### config.mk
export PLATFORM = sky130hd
export DESIGN_NAME = llc_top
export DESIGN_NICKNAME = d
export VERILOG_FILES = /design/src/rtl/llc_pkg.sv /design/src/rtl/llc_align_chk.sv /design/src/rtl/llc_extend.sv /design/src/rtl/llc_ctrl.sv /design/src/rtl/llc_top.sv
export SDC_FILE = /design/constraint.sdc
export NUM_CORES = 1
export LEC_CHECK = 0
export ABC_AREA = 1
export BUFFER_PORTS_ARGS = -buffer_cell sky130_fd_sc_hd__buf_4
export CORE_MARGIN = 4
export CORE_UTILIZATION = 40
export DETAILED_ROUTE_END_ITERATION = 8
export PLACE_DENSITY_LB_ADDON = 0.1
export SETUP_SLACK_MARGIN = 0.05
export SYNTH_ARGS = -nofsm -noshare
export SYNTH_HDL_FRONTEND = slang
export SYNTH_HIERARCHICAL = 1
export SYNTH_SLANG_ARGS = --single-unit
### constraint.sdc
create_clock -name clk -period 2.6 [get_ports clk]
set_input_delay 0.52 -clock clk [delete_from_list [all_inputs] [get_ports clk]]
set_output_delay 0.52 -clock clk [all_outputs]
set_load 0.1 [all_outputs]
### src/rtl/llc_pkg.sv
package llc_pkg;
  typedef enum logic {
    LLC_IDLE = 1'b0,
    LLC_WAIT = 1'b1
  } llc_state_t;

  localparam int unsigned LLC_WORD_W = 32;
  localparam int unsigned LLC_WORD_LSB_BITS = 2;
  localparam int unsigned LLC_DBL_LSB_BITS = 3;
endpackage

### src/rtl/llc_align_chk.sv
module llc_align_chk
  import llc_pkg::*;
(
  input  logic [LLC_DBL_LSB_BITS-1:0] addr_lsb,
  input  logic                        is_dbl,
  output logic                        misaligned
);
  logic word_bad;
  logic dbl_bad;

  assign word_bad   = |addr_lsb[LLC_WORD_LSB_BITS-1:0];
  assign dbl_bad    = |addr_lsb;
  assign misaligned = is_dbl ? dbl_bad : word_bad;
endmodule

### src/rtl/llc_extend.sv
module llc_extend #(
  parameter int unsigned XLEN = 64
) (
  input  logic [XLEN-1:0] raw,
  input  logic            is_dbl,
  output logic [XLEN-1:0] extended
);
  import llc_pkg::*;
  localparam int unsigned HI_W = (XLEN > LLC_WORD_W) ? XLEN - LLC_WORD_W : 1;

  generate
    if (XLEN > LLC_WORD_W) begin : g_wide
      logic [XLEN-1:0] word_ext;
      assign word_ext = {{HI_W{raw[LLC_WORD_W-1]}}, raw[LLC_WORD_W-1:0]};
      assign extended = is_dbl ? raw : word_ext;
    end else begin : g_narrow
      logic unused_sel;
      assign unused_sel = is_dbl;
      assign extended   = raw;
    end
  endgenerate
endmodule

### src/rtl/llc_ctrl.sv
module llc_ctrl
  import llc_pkg::*;
(
  input  logic clk,
  input  logic rst_n,
  input  logic req_valid,
  input  logic misaligned,
  output logic req_ready,
  output logic take_good,
  output logic take_bad,
  output logic data_phase
);
  llc_state_t state_q;
  llc_state_t state_d;

  assign req_ready  = (state_q == LLC_IDLE);
  assign take_good  = req_valid && req_ready && !misaligned;
  assign take_bad   = req_valid && req_ready && misaligned;
  assign data_phase = (state_q == LLC_WAIT);

  always_comb begin
    state_d = state_q;
    case (state_q)
      LLC_IDLE: if (take_good) state_d = LLC_WAIT;
      LLC_WAIT: state_d = LLC_IDLE;
      default:  state_d = LLC_IDLE;
    endcase
  end

  always_ff @(posedge clk or negedge rst_n) begin
    if (!rst_n) state_q <= LLC_IDLE;
    else        state_q <= state_d;
  end
endmodule

### src/rtl/llc_top.sv
module llc_top
  import llc_pkg::*;
#(
  parameter int unsigned XLEN = 64,
  parameter int unsigned PA_W = 40
) (
  input  logic            clk,
  input  logic            rst_n,
  input  logic            req_valid,
  output logic            req_ready,
  input  logic [XLEN-1:0] req_vaddr,
  input  logic [PA_W-1:0] req_paddr,
  input  logic            req_dbl,
  input  logic            dbg_mode,
  output logic            mem_rd_en,
  output logic [PA_W-1:0] mem_rd_addr,
  output logic            mem_rd_dbl,
  input  logic [XLEN-1:0] mem_rd_data,
  output logic            resp_done,
  output logic            resp_addr_err,
  output logic [XLEN-1:0] resp_data,
  output logic [XLEN-1:0] bad_vaddr,
  output logic [PA_W-1:0] link_paddr,
  output logic [XLEN-1:0] link_vaddr,
  output logic [XLEN-1:0] link_value
);
  logic            misaligned;
  logic            take_good;
  logic            take_bad;
  logic            data_phase;
  logic [XLEN-1:0] ext_data;
  logic [PA_W-1:0] pend_paddr;
  logic [XLEN-1:0] pend_vaddr;
  logic            pend_dbl;

  llc_align_chk u_align (
    .addr_lsb   (req_vaddr[LLC_DBL_LSB_BITS-1:0]),
    .is_dbl     (req_dbl),
    .misaligned (misaligned)
  );

  llc_ctrl u_ctrl (
    .clk        (clk),
    .rst_n      (rst_n),
    .req_valid  (req_valid),
    .misaligned (misaligned),
    .req_ready  (req_ready),
    .take_good  (take_good),
    .take_bad   (take_bad),
    .data_phase (data_phase)
  );

  llc_extend #(.XLEN(XLEN)) u_ext (
    .raw      (mem_rd_data),
    .is_dbl   (pend_dbl),
    .extended (ext_data)
  );

  assign mem_rd_en   = take_good;
  assign mem_rd_addr = req_paddr;
  assign mem_rd_dbl  = req_dbl;
  assign resp_data   = link_value;

  always_ff @(posedge clk or negedge rst_n) begin
    if (!rst_n) begin
      pend_paddr <= '0;
      pend_vaddr <= '0;
      pend_dbl   <= 1'b0;
    end else if (take_good) begin
      pend_paddr <= req_paddr;
      pend_vaddr <= req_vaddr;
      pend_dbl   <= req_dbl;
    end
  end

  always_ff @(posedge clk or negedge rst_n) begin
    if (!rst_n) begin
      link_paddr <= '0;
      link_vaddr <= '0;
      link_value <= '0;
    end else if (data_phase) begin
      link_paddr <= pend_paddr;
      link_vaddr <= pend_vaddr;
      link_value <= ext_data;
    end
  end

  always_ff @(posedge clk or negedge rst_n) begin
    if (!rst_n) begin
      bad_vaddr <= '0;
    end else if (take_bad && !dbg_mode) begin
      bad_vaddr <= req_vaddr;
    end
  end

  always_ff @(posedge clk or negedge rst_n) begin
    if (!rst_n) begin
      resp_done     <= 1'b0;
      resp_addr_err <= 1'b0;
    end else begin
      resp_done     <= data_phase;
      resp_addr_err <= take_bad;
    end
  end
endmodule

**Word-level counts from Yosys, hierarchy flattened**

Cells that the tools add are included.

- Register bits after elaboration: 340
- Input port bits: 173
- Output and inout bits: 341
- Word-level logic and storage cells: 23

- Muxes and demuxes: 4
- Bitwise operators: 1
- Reduce and logical (&&, ||, !) cells: 8

Operators with widths:

| operator | count |
|---|---|
| two-way mux 64 bit | 1 |
| logical AND 1 bit | 4 |
| OR reduction 3 bit | 1 |
| logical NOT 1 bit | 2 |
| two-way mux 1 bit | 2 |
| one-hot mux 1 bit (2 select lines) | 1 |
| OR reduction 2 bit | 1 |
| inverter 1 bit | 1 |

**Depth between registers and ports, before layout**

Gate-level depths: netlist (run 1).

- Depth after elaboration: 6
- Depth in mapped cells: 8
- Mapped depth without buffers: 7

**Modules after synthesis**

Netlist (run 1), hierarchy kept.

Modules (own cells, without submodules):

| module | times used | cells each | area each (sq um) | sequential area each (sq um) |
|---|---|---|---|---|
| llc_top | 1 | 1433 | 13878.3 | 8483.1 |
| llc_extend | 1 | 105 | 558.0 | 0.0 |
| llc_ctrl | 1 | 7 | 50.0 | 25.0 |
| llc_align_chk | 1 | 3 | 11.3 | 0.0 |

**Least setup slack after synthesis (run 1)**

No wires, ideal clock.

- Kind: register to register
- From: reg u_ctrl.state_q, in the netlist u_ctrl/data_phase
- To: reg pend_paddr[37]
- Setup time: 0.083 ns
- Data arrival time: 2.979 ns
- Required time: 2.517 ns
- Setup slack: -0.462 ns
- Stages on the path, launching flop included: 9
- Buffers on the path: 3
- Period minus slack after synthesis: 3.062 ns
- Cells stage by stage: dfrtp_1 inv_2 nand2_2 nor2_1 buf_4 buf_4 buf_4 nand2_1 o21ai_0

- Cells in the longest elaborated chain, start to end: 3

Ends and longest elaborated chain:

| item | line | source |
|---|---|---|
| start, declared | llc_ctrl.sv:13 | `llc_state_t state_q;` |
| start signal, assigned | llc_ctrl.sv:32 | `else state_q <= state_d;` |
| inverter 1 bit | -- |  |
| via req_ready | llc_top.sv:10 | `output logic req_ready,` |
| logical AND 1 bit (2 in a row) | llc_ctrl.sv:17 | `assign take_good = req_valid && req_ready && !misaligned;` |
| via mem_rd_en | llc_top.sv:15 | `output logic mem_rd_en,` |
| end signal, assigned | llc_top.sv:70 | `pend_paddr <= req_paddr;` |
| end, declared | llc_top.sv:32 | `logic [PA_W-1:0] pend_paddr;` |

The timed path passes the listed nets, and every way through them passes these cells.
A chain may end at the register's enable or synchronous reset.

**Worst setup path after layout (run 1)**

- From: reg u_ctrl.state_q, in the netlist u_ctrl/data_phase
- To: out mem_rd_en

- Cells in the longest elaborated chain, start to end: 3

Ends and longest elaborated chain:

| item | line |
|---|---|
| inverter 1 bit | -- |
| logical AND 1 bit (2 in a row) | llc_ctrl.sv:17 |
| end, declared | llc_top.sv:15 |

Every way passes these cells.

==> impl_metrics.json, run 1 <==
{
  "period_needed_ps": 2230,
  "synthesis.area_sq_um": 14500,
  "period_share": 0.857,
  "synth_enable_flop_cells": 0,
  "grt_pass1_wl_um": 63800,
  "hpwl_um": 30300,
  "worst_pin_slew_ps": 940,
  "p_int_mw": 11.9,
  "synthArstFlopShare": 1.00,
  "grt_antenna_before_repair": 1,
  "max-cap-violations": 0,
  "startpoint_type": "register",
  "final_max_slew_viol_count": 0,
  "die_w_um": 198,
  "finClkSkew_ps": 10.8,
  "post-route-drc-count": 0,
  "gp_congestion": 0.856,
  "drt-vias-per-instance": 4.57,
  "clk_pin_slew_ps": 60,
  "grt_overflow_total": 0,
  "synth_xor_area_frac": 0,
  "placed_area_sq_um": 17600,
  "placed_cells": 2318,
  "stdcell_area_sq_um": 18900,
  "ys_seq_elements": 340,
  "slowest_delay_ps": 510,
  "seq_power_share": 0.287,
  "synth.top_cells.by_area": "dfrtp_1, nand2_1, buf_4",
  "synth_top_area_share": 0.587,
  "synth_top_family_by_area": "buffers and inverters",
  "cp.required_ps": 2080,
  "ys_seq_area_frac": 0.587,
  "leakage_nw": 9.58,
  "vdd_drop_max_v": 0.000842,
  "synth_cell_types": 16,
  "finalSetupViolCount": 0,
  "layout-drive-gt1-share": 0.345,
  "combPwrFrac": 0.498,
  "hold_viol": 0,
  "cts_setup_buffers": 0,
  "cellPowerDensity_nw_per_um2": 1320,
  "grt_max_degree": 194,
  "cts_tree": "yes",
  "p_clk_frac": 0.215,
  "ant_nets": 0,
  "fillers": 3362,
  "yosys.area_share.simple": 0.146,
  "synth_compound_area_frac": 0.112,
  "synth_cells": 1548,
  "drtIter0Drc": 437,
  "critPathMaxFanout": 3,
  "start_util": 0.407,
  "grt_pass1_vias": 10785,
  "cp.buffers_inverters": 2,
  "rsz0062_at_grt": "no",
  "dieArea_sq_um": 39400,
  "crit_chain": "inv_2 > nand2_2 > nor2_4 > buf_4",
  "cts_root_buffer": "clkbuf_16",
  "htreeDepth": 2,
  "cts_buffers": 38,
  "grt.total_usage": 0.205,
  "dr.pass1.iters": 5,
  "fin_cells": 2387,
  "muxShareOfSynthArea": 0,
  "yosysMostFrequentCell": "nand2_1",
  "nNetsFinal": 2071,
  "die_h_um": 198,
  "wirelength_um": 42100,
  "power_mw": 25.0,
  "path_class": "register to output port",
  "io-pin-count": 514,
  "wl_per_cell_um": 17.6,
  "synth_top_area_cell": "dfrtp_1",
  "syn-num-nets": 1721,
  "setup.worst_path.end_class": "output port",
  "area_growth_syn_to_layout_pct": 30.2,
  "core_region_area_sq_um": 35700,
  "status": "finished clean",
  "critical_path.top_delay_family": "flip-flops",
  "whs_ps": 226,
  "portBuffers": 513,
  "synth_commonest_cells": "nand2_1, dfrtp_1, inv_1",
  "ys.flop_type": "dfrtp_1",
  "synthAdderAreaFrac": 0,
  "clock-sinks": 340,
  "ys_warn_count": 6,
  "max_freq_mhz": 449,
  "syn_avg_cell_area_sq_um": 9.37,
  "detailroute.via_count": 10904,
  "clock_latency_ps": 510,
  "core.rowCount": 69,
  "critPathSlowestCell": "dfrtp_4",
  "hold_path_class": "input pin to register",
  "clockBufferDepth": 3,
  "p_switching_mw": 13.0,
  "setup-tns-final_ps": 0,
  "relSlewSlack": 0.374,
  "netSwitchingFraction": 0.522,
  "cp.arrival_ps": 1710
}
==> power by group through the flow <==
| stage | Sequential, mW | Clock [mW] | Combinational, mW |
|---|---|---|---|
| 3_5_place_dp | 7.25 | 0 | 12.5 |
| 6_report | 7.17 | 5.38 | 12.4 |
| 3_3_place_gp | 7.22 | 0 | 12.5 |
| 2_1_floorplan | 13.3 | 0 | 3.88 |
| 5_1_grt | 7.32 | 5.74 | 12.9 |
| 4_1_cts | 7.18 | 5.53 | 12.5 |
==> metal layers <==
layer	global-route usage	up-vias	routed length (um)
li1	-	5346	-
met1	0.267	5146	16900
met2	0.341	364	20600
met3	0.0586	48	3640
met4	0.0538	0	954
met5	0	-	0
==> worst paths after layout <==
kind                                   startpoint             end  slack, ps  depth (start not counted)
worst max-delay path            u_ctrl/data_phase       mem_rd_en        370                          4
worst min-delay path              mem_rd_data[12]  link_value[12]        230                          3
worst max register to register  u_ctrl/data_phase   bad_vaddr[51]        410                          6
worst min register to register      bad_vaddr[34]   bad_vaddr[34]        470                          2
max in group asynchronous                   rst_n  pend_vaddr[59]       1300                          3
min in group asynchronous                   rst_n  pend_paddr[29]        540                          2
==> cell type report <==
class | count | area (sq um) | area share
clock buffer | 61 | 1180 | 0.0626
inverter | 173 | 649 | 0.0344
multi-input combinational | 811 | 3750 | 0.199
tap | 461 | 577 | 0.0306
clock inverter | 6 | 80.1 | 0.00424
timing repair buffer | 534 | 4120 | 0.218
antenna | 1 | 2.50 | 0.000133
sequential | 340 | 8510 | 0.451
==> registers in the layout, summed over array words and instances, names as in the netlist <==
name	count
pend_paddr	40
resp_addr_err	1
pend_dbl	1
resp_done	1
link_paddr	40
link_value	64
u_ctrl/data_phase	1
pend_vaddr	64
bad_vaddr	64
link_vaddr	64
==> cells by family (layout without fill, tap and decap cells) <==
group | after synthesis | after routing
and+or+nand+nor | 538 | 538
buffers and inverters | 397 | 774
DFF | 340 | 340
AOI/OAI and AO/OA | 273 | 273
other | 0 | 1
==> placed cells by master (no fill, tap or decap) <==
| cell | netlist | routed |
|---|---|---|
| buf_4 | 168 | 524 |
| inv_2 | 2 | 3 |
| buf_8 | 0 | 1 |
| clkbuf_8 | 0 | 8 |
| clkbuf_1 | 16 | 12 |
| nor2_4 | 0 | 2 |
| nand2_4 | 1 | 1 |
| clkinv_2 | 0 | 4 |
| clkbuf_16 | 0 | 41 |
| buf_12 | 0 | 8 |
| dfrtp_1 | 340 | 339 |
| nand2_1 | 364 | 363 |
| diode_2 | 0 | 1 |
| nor2_1 | 108 | 106 |
| a21oi_2 | 68 | 68 |
| inv_1 | 171 | 170 |
| dfrtp_4 | 0 | 1 |
| a21oi_1 | 36 | 36 |
| nand3_1 | 64 | 64 |
| o21ai_1 | 18 | 18 |
| bufinv_16 | 0 | 2 |
| nand2_2 | 1 | 2 |
| o21ai_0 | 151 | 151 |
| dlygate4sd3_1 | 0 | 1 |
==> worst min-delay path: cells and delay by family <==
| family | cells | cell delay, ps |
|---|---|---|
| compound gates | 1 | 50 |
| simple gates | 1 | 40 |
| buf+inv | 1 | 80 |
==> what timing repair did <==
action,CTS,global route
hold buffers,1,0
gates resized for setup,0,0
hold endpoints to repair,44,0
==> per-stage QoR <==
step	worst slack (ps)	util
2_1_floorplan	77.5	-
3_3_place_gp	138	0.493
3_5_place_dp	66.0	0.493
4_1_cts	327	0.529
5_1_grt	251	0.529
6_report	371	0.529
(Power assumes the default switching activity.)
==> run 2, diff against run 1 <==
--- a/config.mk
+++ b/config.mk
@@ -5,7 +5,6 @@
 export SDC_FILE = /design/constraint.sdc
 export NUM_CORES = 1
 export LEC_CHECK = 0
-export ABC_AREA = 1
 export BUFFER_PORTS_ARGS = -buffer_cell sky130_fd_sc_hd__buf_4
 export CORE_MARGIN = 4
 export CORE_UTILIZATION = 40
==> impl_metrics.json, run 2 <==
{
  "status": "finished clean",
  "rsz0062_at_grt": "no",
  "detailroute.via_count": 8382,
  "synth.top_cells.by_area": "dfrtp_1, mux2_4, mux2_2",
  "ys_seq_elements": 340,
  "synthArstFlopShare": 1.00,
  "multiInputGateArea_sq_um": 5190,
  "clockBufferDepth": 3,
  "whs_ps": 226,
  "clk_pin_slew_ps": 60,
  "grt.total_usage": 0.178,
  "dieArea_sq_um": 41100,
  "final_cell_mix": "buf_4, dfrtp_1, mux2_4, mux2_2, clkbuf_16",
  "start_util": 0.404,
  "seq_area_sq_um": 8510,
  "drt-vias-per-instance": 4.56,
  "ant_nets": 0,
  "clock-sinks": 340,
  "layout-drive-gt1-share": 0.733,
  "cp.arrival_ps": 1890,
  "max_freq_mhz": 416,
  "synth_commonest_cells": "dfrtp_1, mux2_4, buf_4",
  "core.rowCount": 71,
  "grt_pass1_vias": 9083,
  "hold_viol": 0,
  "grt_pass1_wl_um": 57100,
  "wl_per_cell_um": 20.7,
  "syn_avg_cell_area_sq_um": 16.9,
  "grt_busiest_layer": "met2",
  "hold_path_class": "input pin to register",
  "startpoint_type": "register",
  "cp.required_ps": 2080,
  "io-pin-count": 514,
  "finClkSkew_ps": 13.2,
  "cts_root_buffer": "clkbuf_16",
  "post-route-drc-count": 0,
  "synth_cells": 897,
  "dr.pass1.iters": 4,
  "drtIter0Drc": 295,
  "max-cap-violations": 0,
  "synthesis.area_sq_um": 15200,
  "path_class": "register to output port",
  "cts_buffers": 39,
  "ys_warn_count": 6,
  "grt_util_met3": 0.0597,
  "gr-usage-met1": 0.220,
  "period_share": 0.925,
  "fillers": 3152,
  "synth_enable_flop_cells": 0,
  "synth_top_area_cell": "dfrtp_1",
  "finalSetupViolCount": 0,
  "setup.worst_path.end_class": "output port",
  "relSlewSlack": 0.489,
  "hpwl_um": 27700,
  "layout_commonest_cell": "buf_4",
  "syn-num-nets": 1070,
  "yosysMostFrequentCell": "dfrtp_1",
  "cts_tree": "yes",
  "nNetsFinal": 1470,
  "grt_antenna_before_repair": 2,
  "portBuffers": 513,
  "grt_max_degree": 71,
  "ys_seq_area_frac": 0.561,
  "worst_pin_slew_ps": 766,
  "gp_congestion": 0.745,
  "wirelength_um": 38100,
  "core_region_area_sq_um": 37500,
  "period_needed_ps": 2410,
  "synth_top_area_share": 0.561,
  "clock_latency_ps": 520,
  "die_h_um": 203,
  "grt_overflow_total": 0,
  "met2_usage": 0.305,
  "htreeDepth": 2,
  "die_w_um": 203,
  "area_growth_syn_to_layout_pct": 31.0,
  "final_max_slew_viol_count": 0,
  "critPathMaxFanout": 14,
  "post_cts_resized": 0,
  "final_util": 0.530,
  "ys.flop_type": "dfrtp_1",
  "synth_cell_types": 12
}
-- run 2: layout make-up --
| type | instances | area share |
|---|---|---|
| repair buffers | 541 | 0.211 |
| well taps | 511 | 0.0322 |
| diodes | 1 | 0.000126 |
| inverters | 1 | 0.000189 |
| clock inverters | 7 | 0.00504 |
| clock buffers | 64 | 0.0615 |
| flip-flops and latches | 340 | 0.429 |
| multi-input cells | 374 | 0.261 |
-- run 2: metrics by stage --
step / std cells / area (sq um) / setup TNS [ps] / setup slack [ps]
4_1_cts: 1838 / 19900 / 0 / 151
5_1_grt: 1839 / 19900 / 0 / 113
6_report: 1839 / 19900 / 0 / 195
2_1_floorplan: 897 / 15200 / -4290 / -75.3
3_5_place_dp: 1766 / 18500 / 0 / 283
3_3_place_gp: 1766 / 18500 / 0 / 298
-- run 2: repair_timing --
action                                 4_1_cts  5_1_grt
hold buffers                                 1        0
buffers inserted                             0        0
endpoints found under the hold margin       41        0
-- run 2: worst paths after layout --
| path | start | end | slack, ps | cells past startpoint |
|---|---|---|---|---|
| worst max-delay path | u_ctrl/data_phase | mem_rd_en | 190 | 3 |
| worst min-delay path | mem_rd_data[28] | link_value[28] | 230 | 2 |
| worst max register to register | u_ctrl/data_phase | pend_vaddr[4] | 680 | 4 |
| worst min register to register | pend_vaddr[20] | link_vaddr[20] | 500 | 1 |
| max in group asynchronous | rst_n | bad_vaddr[55] | 1300 | 3 |
| min in group asynchronous | rst_n | link_value[27] | 480 | 2 |
-- run 2: critical path, stage by stage, from the launching register on --
cell	delay [ps]
dfrtp_4	600
nor3b_4	280
buf_4	190
buf_4	290
-- run 2: cell families after synthesis --
group / count (synthesis) / share of synthesized area
AOI/OAI and AO/OA: 1 / 0.000578
buffers and inverters: 183 / 0.0979
muxes: 369 / 0.338
and+or+nand+nor: 4 / 0.00198
DFF: 340 / 0.561
-- run 2: per-layer routing --
metal	wire length, um	share of wire
met5	12	0.00031
met4	723	0.019
met3	2920	0.077
met2	19000	0.50
met1	15400	0.40
Power of run 2 is not shown: default switching activity piles up to over one toggle a cycle in this logic, so the estimate is an artifact.
